[src/rtl/ctl_pkg.sv]
package ctl_pkg;
  localparam int OP_W    = 6;
  localparam int FN_W    = 6;
  localparam int ALUFN_W = 5;
  localparam int PCSEL_W = 3;
  localparam int WASEL_W = 2;
  localparam int WDSEL_W = 2;
  localparam int ASEL_W  = 2;

  localparam logic [OP_W-1:0] OP_RTYPE = 6'h00;
  localparam logic [OP_W-1:0] OP_J     = 6'h02;
  localparam logic [OP_W-1:0] OP_JAL   = 6'h03;
  localparam logic [OP_W-1:0] OP_BEQ   = 6'h04;
  localparam logic [OP_W-1:0] OP_BNE   = 6'h05;
  localparam logic [OP_W-1:0] OP_LUI   = 6'h0f;
  localparam logic [OP_W-1:0] OP_LW    = 6'h23;
  localparam logic [OP_W-1:0] OP_SW    = 6'h2b;

  localparam logic [FN_W-1:0] FN_JR    = 6'h08;
  localparam logic [FN_W-1:0] FN_JALR  = 6'h09;

  localparam logic [ALUFN_W-1:0] ALU_NONE = 5'b00000;
  localparam logic [ALUFN_W-1:0] ALU_ADD  = 5'b00001;
  localparam logic [ALUFN_W-1:0] ALU_SUB  = 5'b10001;
  localparam logic [ALUFN_W-1:0] ALU_SLT  = 5'b10101;
  localparam logic [ALUFN_W-1:0] ALU_SLTU = 5'b11001;
  localparam logic [ALUFN_W-1:0] ALU_SLL  = 5'b00010;

  localparam logic [PCSEL_W-1:0] PC_SEQ  = 3'd0;
  localparam logic [PCSEL_W-1:0] PC_BR   = 3'd1;
  localparam logic [PCSEL_W-1:0] PC_JMP  = 3'd2;
  localparam logic [PCSEL_W-1:0] PC_REG  = 3'd3;
  localparam logic [PCSEL_W-1:0] PC_RST  = 3'd4;
  localparam logic [PCSEL_W-1:0] PC_ILL  = 3'd5;
  localparam logic [PCSEL_W-1:0] PC_IRQ  = 3'd6;

  localparam logic [WASEL_W-1:0] WA_RD  = 2'd0;
  localparam logic [WASEL_W-1:0] WA_RT  = 2'd1;
  localparam logic [WASEL_W-1:0] WA_R31 = 2'd2;
  localparam logic [WASEL_W-1:0] WA_R27 = 2'd3;

  localparam logic [WDSEL_W-1:0] WD_LINK = 2'd0;
  localparam logic [WDSEL_W-1:0] WD_ALU  = 2'd1;
  localparam logic [WDSEL_W-1:0] WD_MEM  = 2'd2;

  localparam logic [ASEL_W-1:0] A_RS    = 2'd0;
  localparam logic [ASEL_W-1:0] A_SHAMT = 2'd1;
  localparam logic [ASEL_W-1:0] A_K16   = 2'd2;

  typedef enum logic [3:0] {
    C_BAD, C_ALU_R, C_SHIFT_I, C_SHIFT_V, C_JR, C_JALR, C_ALU_I,
    C_LUI, C_LW, C_SW, C_BEQ, C_BNE, C_J, C_JAL
  } cls_e;

  typedef struct packed {
    logic [PCSEL_W-1:0] pc_sel;
    logic               sext;
    logic [WASEL_W-1:0] wa_sel;
    logic [WDSEL_W-1:0] wd_sel;
    logic [ALUFN_W-1:0] alu_fn;
    logic               mem_we;
    logic               rf_we;
    logic [ASEL_W-1:0]  a_sel;
    logic               b_sel;
  } ctl_t;
endpackage

[src/rtl/ctl_class_dec.sv]
module ctl_class_dec
  import ctl_pkg::*;
(
  input  logic [OP_W-1:0] opcode_i,
  input  logic [FN_W-1:0] funct_i,
  output cls_e            cls_o
);
  always_comb begin
    cls_o = C_BAD;
    case (opcode_i)
      OP_RTYPE: begin
        case (funct_i)
          6'h00, 6'h02, 6'h03: cls_o = C_SHIFT_I;
          6'h04, 6'h06, 6'h07: cls_o = C_SHIFT_V;
          FN_JR:               cls_o = C_JR;
          FN_JALR:             cls_o = C_JALR;
          6'h20, 6'h21, 6'h22, 6'h23, 6'h24, 6'h25, 6'h26, 6'h27,
          6'h2a, 6'h2b:        cls_o = C_ALU_R;
          default:             cls_o = C_BAD;
        endcase
      end
      OP_J:   cls_o = C_J;
      OP_JAL: cls_o = C_JAL;
      OP_BEQ: cls_o = C_BEQ;
      OP_BNE: cls_o = C_BNE;
      6'h08, 6'h09, 6'h0a, 6'h0b, 6'h0c, 6'h0d, 6'h0e: cls_o = C_ALU_I;
      OP_LUI: cls_o = C_LUI;
      OP_LW:  cls_o = C_LW;
      OP_SW:  cls_o = C_SW;
      default: cls_o = C_BAD;
    endcase
  end
endmodule

[src/rtl/ctl_alu_fn.sv]
module ctl_alu_fn
  import ctl_pkg::*;
(
  input  cls_e               cls_i,
  input  logic [OP_W-1:0]    opcode_i,
  input  logic [FN_W-1:0]    funct_i,
  output logic [ALUFN_W-1:0] fn_o
);
  // R-type arithmetic/logic selected by funct[3:0]
  logic [ALUFN_W-1:0] r_fn;
  // immediate forms selected by opcode[2:0]
  logic [ALUFN_W-1:0] i_fn;

  always_comb begin
    case (funct_i[3:0])
      4'h0, 4'h1, 4'h2, 4'h3: r_fn = funct_i[1] ? ALU_SUB : ALU_ADD;
      4'h4, 4'h5, 4'h6, 4'h7: r_fn = {1'b0, funct_i[1:0], 2'b00};
      4'ha:                   r_fn = ALU_SLT;
      4'hb:                   r_fn = ALU_SLTU;
      default:                r_fn = ALU_NONE;
    endcase
  end

  always_comb begin
    case (opcode_i[2:0])
      3'd0, 3'd1: i_fn = ALU_ADD;
      3'd2:       i_fn = ALU_SLT;
      3'd3:       i_fn = ALU_SLTU;
      default:    i_fn = {1'b0, opcode_i[1:0], 2'b00};
    endcase
  end

  always_comb begin
    case (cls_i)
      C_ALU_R:              fn_o = r_fn;
      C_SHIFT_I, C_SHIFT_V: fn_o = {1'b0, funct_i[1:0], 2'b10};
      C_ALU_I:              fn_o = i_fn;
      C_LUI:                fn_o = ALU_SLL;
      C_LW, C_SW:           fn_o = ALU_ADD;
      C_BEQ, C_BNE:         fn_o = ALU_SUB;
      default:              fn_o = ALU_NONE;
    endcase
  end
endmodule

[src/rtl/ctl_rom.sv]
module ctl_rom
  import ctl_pkg::*;
(
  input  cls_e               cls_i,
  input  logic [OP_W-1:0]    opcode_i,
  input  logic [ALUFN_W-1:0] fn_i,
  input  logic               z_i,
  output ctl_t               ctl_o
);
  always_comb begin
    ctl_o        = '0;
    ctl_o.alu_fn = fn_i;
    case (cls_i)
      C_ALU_R, C_SHIFT_V: begin
        ctl_o.wd_sel = WD_ALU;
        ctl_o.rf_we  = 1'b1;
      end
      C_SHIFT_I: begin
        ctl_o.wd_sel = WD_ALU;
        ctl_o.rf_we  = 1'b1;
        ctl_o.a_sel  = A_SHAMT;
      end
      C_ALU_I: begin
        ctl_o.wa_sel = WA_RT;
        ctl_o.wd_sel = WD_ALU;
        ctl_o.rf_we  = 1'b1;
        ctl_o.b_sel  = 1'b1;
        ctl_o.sext   = ~opcode_i[2]; // logic immediates zero-extend
      end
      C_LUI: begin
        ctl_o.wa_sel = WA_RT;
        ctl_o.wd_sel = WD_ALU;
        ctl_o.rf_we  = 1'b1;
        ctl_o.b_sel  = 1'b1;
        ctl_o.a_sel  = A_K16;
      end
      C_LW: begin
        ctl_o.wa_sel = WA_RT;
        ctl_o.wd_sel = WD_MEM;
        ctl_o.rf_we  = 1'b1;
        ctl_o.b_sel  = 1'b1;
        ctl_o.sext   = 1'b1;
      end
      C_SW: begin
        ctl_o.mem_we = 1'b1;
        ctl_o.b_sel  = 1'b1;
        ctl_o.sext   = 1'b1;
      end
      C_BEQ, C_BNE: begin
        ctl_o.sext   = 1'b1;
        ctl_o.pc_sel = (z_i ^ (cls_i == C_BNE)) ? PC_BR : PC_SEQ;
      end
      C_J:   ctl_o.pc_sel = PC_JMP;
      C_JAL: begin
        ctl_o.pc_sel = PC_JMP;
        ctl_o.wa_sel = WA_R31;
        ctl_o.wd_sel = WD_LINK;
        ctl_o.rf_we  = 1'b1;
      end
      C_JR:  ctl_o.pc_sel = PC_REG;
      C_JALR: begin
        ctl_o.pc_sel = PC_REG;
        ctl_o.wa_sel = WA_RD;
        ctl_o.wd_sel = WD_LINK;
        ctl_o.rf_we  = 1'b1;
      end
      default: begin
        ctl_o        = '0;
        ctl_o.pc_sel = PC_ILL;
        ctl_o.wa_sel = WA_R27;
        ctl_o.wd_sel = WD_LINK;
        ctl_o.rf_we  = 1'b1;
      end
    endcase
  end
endmodule

[src/rtl/ctl_override.sv]
module ctl_override
  import ctl_pkg::*;
(
  input  logic rst_ni,
  input  logic irq_i,
  input  ctl_t ctl_i,
  output ctl_t ctl_o
);
  always_comb begin
    if (!rst_ni) begin
      ctl_o        = '0;
      ctl_o.pc_sel = PC_RST;
    end else if (irq_i) begin
      ctl_o        = '0;
      ctl_o.pc_sel = PC_IRQ;
      ctl_o.wa_sel = WA_R27;
      ctl_o.wd_sel = WD_LINK;
      ctl_o.rf_we  = 1'b1;
    end else begin
      ctl_o = ctl_i;
    end
  end
endmodule

[src/rtl/cpu_ctl_dec.sv]
module cpu_ctl_dec
  import ctl_pkg::*;
(
  input  logic               rst_ni,
  input  logic               irq_i,
  input  logic               z_i,
  input  logic [OP_W-1:0]    opcode_i,
  input  logic [FN_W-1:0]    funct_i,
  output logic [PCSEL_W-1:0] pc_sel_o,
  output logic               sext_o,
  output logic [WASEL_W-1:0] wa_sel_o,
  output logic [WDSEL_W-1:0] wd_sel_o,
  output logic [ALUFN_W-1:0] alu_fn_o,
  output logic               mem_we_o,
  output logic               rf_we_o,
  output logic [ASEL_W-1:0]  a_sel_o,
  output logic               b_sel_o
);
  cls_e               cls;
  logic [ALUFN_W-1:0] fn;
  ctl_t               ctl_raw;
  ctl_t               ctl_fin;

  ctl_class_dec u_cls (.opcode_i(opcode_i), .funct_i(funct_i), .cls_o(cls));

  ctl_alu_fn u_fn (.cls_i(cls), .opcode_i(opcode_i), .funct_i(funct_i), .fn_o(fn));

  ctl_rom u_rom (.cls_i(cls), .opcode_i(opcode_i), .fn_i(fn), .z_i(z_i), .ctl_o(ctl_raw));

  ctl_override u_ovr (.rst_ni(rst_ni), .irq_i(irq_i), .ctl_i(ctl_raw), .ctl_o(ctl_fin));

  assign pc_sel_o = ctl_fin.pc_sel;
  assign sext_o   = ctl_fin.sext;
  assign wa_sel_o = ctl_fin.wa_sel;
  assign wd_sel_o = ctl_fin.wd_sel;
  assign alu_fn_o = ctl_fin.alu_fn;
  assign mem_we_o = ctl_fin.mem_we;
  assign rf_we_o  = ctl_fin.rf_we;
  assign a_sel_o  = ctl_fin.a_sel;
  assign b_sel_o  = ctl_fin.b_sel;
endmodule

[config.mk]
export PLATFORM = sky130hd
export DESIGN_NAME = cpu_ctl_dec
export DESIGN_NICKNAME = d
export VERILOG_FILES = /design/src/rtl/ctl_pkg.sv /design/src/rtl/ctl_class_dec.sv /design/src/rtl/ctl_alu_fn.sv /design/src/rtl/ctl_rom.sv /design/src/rtl/ctl_override.sv /design/src/rtl/cpu_ctl_dec.sv
export SDC_FILE = /design/constraint.sdc
export NUM_CORES = 1
export LEC_CHECK = 0
export ABC_AREA = 1
export BUFFER_PORTS_ARGS = -buffer_cell sky130_fd_sc_hd__buf_2
export CORE_MARGIN = 2
export CORE_UTILIZATION = 30
export DETAILED_ROUTE_END_ITERATION = 6
export PLACE_DENSITY = 0.66
export SLEW_MARGIN = 40
export SYNTH_ARGS = -nofsm -noshare
export SYNTH_HDL_FRONTEND = slang
export SYNTH_SLANG_ARGS = --single-unit
[constraint.sdc]
create_clock -name vclk -period 2.1
set_input_delay 0.42 -clock vclk [all_inputs]
set_output_delay 0.42 -clock vclk [all_outputs]
set_load 0.02 [all_outputs]
# Word-level counts from Yosys, hierarchy flattened
# Memory sizes are Yosys's and may differ from the RTL's.
# Index checks and enable logic that the tools add are counted.
# word_totals
register_bits	0
latch_bits	0
ramBits	0
rom_bits	192
input_bits	15
out_inout_bits	18
elab_cells	79
mem_count	1
# classes
addsub	0
mul	0
n_div	0
magnitude_cmp	0
eq_ne	39
shift	0
mux	17
bitwise_logic	2
n_reduce_logical	20
# mem_list
memory	depth	width	read_ports	rd_ports_with_merged_regs	write_ports	line_no	source
(no name shown)	64	3	1	0	0	ctl_class_dec.sv:12	case (funct_i)
# ops
cell	n
$eq A6 B4 Y1 const B	8
$mux W18	2
$pmux W4 S9	1
$eq A4 B3 Y1 const B	8
$eq A4 B4 Y1 const B	8
$pmux W5 S6	1
$pmux W5 S4	1
$eq A4 B2 Y1 const B	4
$reduce_or A4 Y1	4
$pmux W5 S3	1
$reduce_or A7 Y1	2
$reduce_or A13 Y1	1
$eq A6 B2 Y1 const B	2
$eq A6 B3 Y1 const B	2
$eq A6 B6 Y1 const B	2
$pmux W3 S4	1
$reduce_or A2 Y1	6
$mux W5	2
$reduce_or A5 Y1	2
$reduce_or A9 Y1	1
$eq A4 B1 Y1 const B	2
$pmux W2 S2	2
$eq A3 B2 Y1 const B	2
$logic_not A6 Y1	1
9 further kinds	12

# Logic depth before layout (Yosys ltp)
# Gate-level depths: netlist of the first run.
# logic_depth
ltp_word	9
depth_mapped	12

# Modules after synthesis
# A second synthesis of the first run with hierarchy kept.
# hier_totals
cells_unflattened	193
area_unflattened_um2	853.3
# modules_own_cells
module	instances	cells_each	area_per_inst_um2	seq_area_each_um2
ctl_class_dec	1	58	260.2	0.0
ctl_rom	1	48	222.7	0.0
ctl_alu_fn	1	47	210.2	0.0
ctl_override	1	40	160.2	0.0

# Worst setup path before layout of the first run
# No wires, ideal clock.
# synth_timing
kind	input port to output port
startpoint	input port opcode_i[5]
endpoint	output port a_sel_o[0]
t_arrival_ns	1.614
required_ns	1.680
slack_ns	0.066
path_stages	7
cell_sequence	nor2_2 buf_6 nand3_1 nand2_2 nor2_4 nand2_4 nor4_1
# synth_between
elab_chain_len	7
elab_cells_between_ends	22
# synth_lines
element	line_no	source
start: declaration	cpu_ctl_dec.sv:7	input logic [OP_W-1:0] opcode_i,
$eq A6 B4 Y1	ctl_class_dec.sv:10	case (opcode_i)
$reduce_or A7 Y1	ctl_class_dec.sv:10	
$pmux W4 S9 *	ctl_class_dec.sv:10	
$eq A4 B3 Y1 or $eq A4 B2 Y1 (tied branches)	ctl_rom.sv:13	case (cls_i)
$pmux W2 S2 *	ctl_rom.sv:13	
$mux W18 *	ctl_override.sv:13	end else if (irq_i) begin
$mux W18 *	ctl_override.sv:10	if (!rst_ni) begin
end: declaration	cpu_ctl_dec.sv:16	output logic [ASEL_W-1:0] a_sel_o,
# Every way passes the cells marked *; elsewhere a longest branch is shown, timed or not.

# Worst setup path in the final report of the first run
# layout_timing
startpoint	input port opcode_i[3]
endpoint	output port alu_fn_o[0]
# layout_between
elab_chain_len	9
elab_cells_between_ends	38
# layout_lines
element	line_no	source
$eq A6 B4 Y1	ctl_class_dec.sv:10	
$reduce_or A7 Y1	ctl_class_dec.sv:10	
$pmux W4 S9 *	ctl_class_dec.sv:10	
$eq A4 B4 Y1 or $eq A4 B2 Y1 (tied branches)	ctl_alu_fn.sv:34, ctl_rom.sv:13	
$reduce_or A2 Y1 (on tied branches)	--	
$pmux W5 S6	ctl_alu_fn.sv:34	case (cls_i)
$mux W5 *	ctl_rom.sv:13	
$mux W18 *	ctl_override.sv:13	
$mux W18 *	ctl_override.sv:10	
end: declaration	cpu_ctl_dec.sv:13	output logic [ALUFN_W-1:0] alu_fn_o,
# Marked as above.

==> results of run 1 <==
-- final timing paths --
kind / startpoint / to / slack, ns / cells after the start
setup / recovery: opcode_i[3] / alu_fn_o[0] / -0.02 / 11
hold / removal: irq_i / alu_fn_o[1] / 1.15 / 3
-- cell type report --
type	count	share of cell area, %
Inverter	26	7.59
Multi-Input combinational cell	113	54.1
Tap cell	28	2.73
Timing Repair Buffer	64	35.5
-- critical path: cells and delay by family --
family | cells | cell delay (ns)
buffers and inverters | 2 | 0.25
AND/OR/NAND/NOR | 9 | 1.01
-- placed cells by master, fill, tap and decap left out, drive strengths merged --
| cell | n |
|---|---|
| a211oi | 2 |
| a21oi | 7 |
| clkbuf | 1 |
| nand4 | 7 |
| nand2 | 41 |
| nor3 | 3 |
| buf | 63 |
| nor4 | 1 |
| nor2 | 31 |
| inv | 26 |
| o211ai | 1 |
| nand3 | 16 |
| nand3b | 1 |
| o21ai | 3 |
-- cells by family after synthesis --
| kind of cell | share of synthesized area [%] |
|---|---|
| and+or+nand+nor | 73.0 |
| buffers and inverters | 15.6 |
| AOI/OAI and AO/OA | 11.4 |
-- report_power, final --
part	switching (W)	internal [W]	leakage (nW)
logic	0.000113	0.0000885	0.724
registers	0	0	0
clock network	0	0	0
total	0.000113	0.0000885	0.724
-- per-stage QoR --
step / hold slack [ns] / setup WS, ns
5_1_grt: 1.17 / -0.115
2_1_floorplan: 0.929 / 0.0664
3_3_place_gp: 1.15 / -0.0845
3_5_place_dp: 1.15 / -0.100
4_1_cts: 1.15 / -0.0165
6_report: 1.15 / -0.0190
-- layer usage --
layer	GRT usage [%]	vias to the layer above	routed length, um
met3	0.286	2	40
met1	20.6	502	996
met2	35.4	14	1340
met4	1.28	0	14
li1	-	580	-
met5	0	-	0
-- timing repair --
| item | CTS | global route |
|---|---|---|
| pin swaps | 11 | 20 |
| resized for setup | 15 | 32 |
| setup endpoints to repair | 11 | 12 |
| cloned | 1 | 0 |
| buffers inserted | 2 | 1 |
==> results.json, run 1 <==
{
  "start_util_pct": 31.6,
  "grtUsageTotal_pct": 17.4,
  "fin_total_pwr_w": 0.000201,
  "worstMarginPinSlew_ns": 0.327,
  "fp.dieW_um": 52.3,
  "multiInputGateArea_um2": 696,
  "drtAntennaViolNets": 0,
  "tns_ns": -0.0371,
  "synth_most_common_cell": "nand2_1",
  "num_rows": 17,
  "syn_area_per_cell_um2": 5.00,
  "fin_ws_ns": -0.0190,
  "die_y_um": 52.3,
  "grt_pass1_wl_mm": 3.77,
  "ys_seq_area_share_pct": 0,
  "synth_top_area_share_pct": 18.2,
  "first_global_vias": 949,
  "via_per_inst": 4.75,
  "layout_min_cycle_time_ns": 2.12,
  "critPathCaptureType": "primary output",
  "pin_count": 33,
  "synth_area_um2": 699,
  "final_core_util_pct": 58.1,
  "dpl_cell_area_um2": 1090,
  "cp_slowest_cell": "nor2_4",
  "drive_gt1_share_pct": 50.7,
  "maxSlewHeadroom_pct": 78.0,
  "maxCapViolations": 0,
  "synthTopCellsByCount": "nand2_1, inv_1, nor2_1, nand3_1, nand4_1",
  "gp_congestion": 0.876,
  "outcome": "complete, but fails checks",
  "max_stage_delay_ns": 0.20,
  "die_area_um2": 2730,
  "vias": 1098,
  "worst-path-max-fanout": 7,
  "failed_checks": "negative setup slack",
  "syn_inst": 140,
  "nNetsFinal": 220,
  "coreArea_um2": 2210,
  "yosys_warnings": 0,
  "dp.cells": 227,
  "hold_viol": 0,
  "cp-start-kind": "primary input",
  "ys_top_cells_by_area": "nand2_1, inv_1, nor2_1",
  "wl_mm": 2.39,
  "overflow": 0,
  "antenna_found_initial": 0,
  "drc": 0,
  "critical_path_required_ns": 1.68,
  "ir_worst_vdd_mv": 0.0892,
  "wl_per_cell_um": 10.3,
  "design_area_um2": 1280,
  "hold_path_class": "in2out",
  "drt-pass1-iter-count": 4,
  "final-max-slew-violation-count": 0,
  "ctsHoldBuffers": 0,
  "path_cells": "buf_12 -> nor2_4 -> nand3_4 -> nor2_4 -> nand3_4 -> nand2_4 -> nand4_1 -> nand2_1 -> nand2_1 -> nor2_1 -> buf_4",
  "fillerInstances": 229,
  "worst_ep_arrival_time_ns": 1.70,
  "power_density_nw_per_um2": 157,
  "drt_iter0_drc": 18,
  "portBuffers": 33,
  "leakagePower_nw": 0.724,
  "min_period_over_period_pct": 101,
  "ys_types": 19,
  "regArea_um2": 0,
  "grt_max_degree": 9,
  "nClkBuffers": 0,
  "area_growth_pct": 83.7,
  "n_antenna_cell": 0,
  "yosys.area.top_type": "nand2_1",
  "fmax_mhz": 472,
  "syn-num-nets": 155,
  "path_class": "in2out",
  "hpwl_mm": 1.89,
  "final_cells": 231,
  "rsz0062_at_grt": "yes",
  "nFlopsAndLatches": 0,
  "final-setup-viol-count": 4
}
No activity file was read; power rests on OpenSTA's default activity.
==> inputs of run 2 (changes only) <==
ABC_AREA = unset   (was 1)
CORE_MARGIN = 4   (was 2)
PLACE_DENSITY = 0.65   (was 0.66)
==> results.json, run 2 <==
{
  "drc": 0,
  "fillerInstances": 193,
  "syn_area_per_cell_um2": 7.07,
  "vias": 1100,
  "syn-num-nets": 121,
  "worstMarginPinSlew_ns": 0.424,
  "n_antenna_cell": 0,
  "drive_gt1_share_pct": 67.6,
  "rsz0062_at_grt": "yes",
  "maxCapViolations": 0,
  "outcome": "complete, but fails checks",
  "failed_checks": "negative setup slack",
  "fin_ws_ns": -0.395,
  "path_class": "in2out",
  "path_cells": "buf_8 -> or4_4 -> nor4b_4 -> o31a_2 -> nor2_1 -> o21a_2 -> buf_2",
  "die_y_um": 58.0,
  "synth_top_area_share_pct": 6.01,
  "final_common_cell": "buf_4",
  "max_stage_delay_ns": 0.57,
  "die_area_um2": 3360,
  "area_growth_pct": 99.7,
  "num_rows": 17,
  "ys_seq_area_share_pct": 0,
  "synth_most_common_cell": "nor2_1",
  "critical_path_required_ns": 1.68,
  "yosys.area.top_type": "nor2_1",
  "ys_top_cells_by_area": "nor2_1, nand2b_1, a21oi_1",
  "worst_ep_arrival_time_ns": 2.07,
  "tns_ns": -4.07,
  "ys_types": 48,
  "nNetsFinal": 187,
  "hold_viol": 0,
  "hpwl_mm": 2.33,
  "power_density_nw_per_um2": 181,
  "antenna_found_initial": 0,
  "dr_wl_met2_mm": 1.60,
  "grtUsageTotal_pct": 17.9,
  "yosys_warnings": 0,
  "wl_mm": 3.07,
  "drt_iter0_drc": 31,
  "cp-start-kind": "primary input",
  "maxSlewHeadroom_pct": 71.7,
  "cp_slowest_cell": "or4_4",
  "syn_inst": 106,
  "regArea_um2": 0,
  "pin_count": 33,
  "fmax_mhz": 401,
  "nFlopsAndLatches": 0,
  "final_core_util_pct": 65.1,
  "worst-path-max-fanout": 3,
  "via_per_inst": 5.56,
  "synthTopCellsByCount": "nor2_1, nand2_1, a21oi_1, nand2b_1, nor2b_1",
  "start_util_pct": 32.6,
  "gp_congestion": 0.882,
  "ir_worst_vdd_mv": 0.104,
  "fin_hold_ws_ns": 1.21,
  "min_to": "wa_sel_o[0]",
  "wl_per_cell_um": 15.5,
  "overflow": 0,
  "wl_met3_um": 124,
  "hold_path_class": "in2out",
  "dp.cells": 193,
  "wl_met1_mm": 1.31,
  "portBuffers": 33,
  "holdPathStages": 3,
  "final_cells": 198,
  "min_from": "rst_ni",
  "synth_area_um2": 749,
  "critPathCaptureType": "primary output",
  "min_period_over_period_pct": 119,
  "final-setup-viol-count": 14,
  "final_cell_mix": "buf_4, buf_6, buf_2",
  "grt_max_degree": 9,
  "grt_pass1_wl_mm": 5.02,
  "drt-pass1-iter-count": 4,
  "top_layer": "met4",
  "drtAntennaViolNets": 0,
  "layout_min_cycle_time_ns": 2.49,
  "first_global_vias": 1117,
  "fin_total_pwr_w": 0.000271,
  "ctsHoldBuffers": 0,
  "final-max-slew-violation-count": 0,
  "cp-startpoint": "funct_i[4]",
  "coreArea_um2": 2300,
  "leakagePower_nw": 0.645,
  "multiInputGateArea_um2": 860,
  "fp.dieW_um": 58.0,
  "nClkBuffers": 0
}
## run 2: how the worst max path moves through the flow
stage,to,slack (ns)
2_1_floorplan,alu_fn_o[3],-0.23
3_3_place_gp,alu_fn_o[3],-0.43
3_5_place_dp,alu_fn_o[3],-0.47
4_1_cts,pc_sel_o[1],-0.44
5_1_grt,pc_sel_o[1],-0.44
6_report,pc_sel_o[1],-0.39
## run 2: area by class of cell
class                      instances  area share [%]
timing repair buffer              73            40.0
inverter                           1           0.251
tap                               28            2.34
multi-input combinational         96            57.4
## run 2: repair_timing
action                                 in CTS  in global routing
setup buffers                               2                  3
resized for setup                          45                 15
pin swaps                                  14                  7
endpoints found under the hold margin       0                  0
setup endpoints to repair                  14                 15
## run 2: power breakdown
part           switching, W  leakage, nW  internal, W
Combinational      0.000137        0.645     0.000134
Clock                     0            0            0
Sequential                0            0            0
## run 2: per-stage QoR
step	area, um^2	setup WS (ns)
2_1_floorplan	843	-0.233
3_3_place_gp	1240	-0.432
3_5_place_dp	1240	-0.471
4_1_cts	1410	-0.438
5_1_grt	1500	-0.439
6_report	1500	-0.395
## run 2: critical path: cells and delay by family
family                 cells  cell delay, ns
buffers and inverters      2            0.25
AND/OR/NAND/NOR            3            0.97
AO/OA/AOI/OAI              2            0.43
## run 2: cells by family (layout without fill, tap and decap cells)
| kind of cell | after synthesis | after routing | synth area share [%] |
|---|---|---|---|
| buf+inv | 10 | 74 | 7.68 |
| xor+xnor | 2 | 2 | 2.34 |
| compound gates | 35 | 35 | 38.2 |
| simple gates | 57 | 57 | 48.9 |
| mux | 2 | 2 | 2.84 |
## run 2: per-layer routing
metal / up-vias / GRT usage, %
met5: - / 0
met4: 0 / 1.99
met3: 4 / 1.11
met2: 25 / 33.5
met1: 530 / 22.9
li1: 541 / -
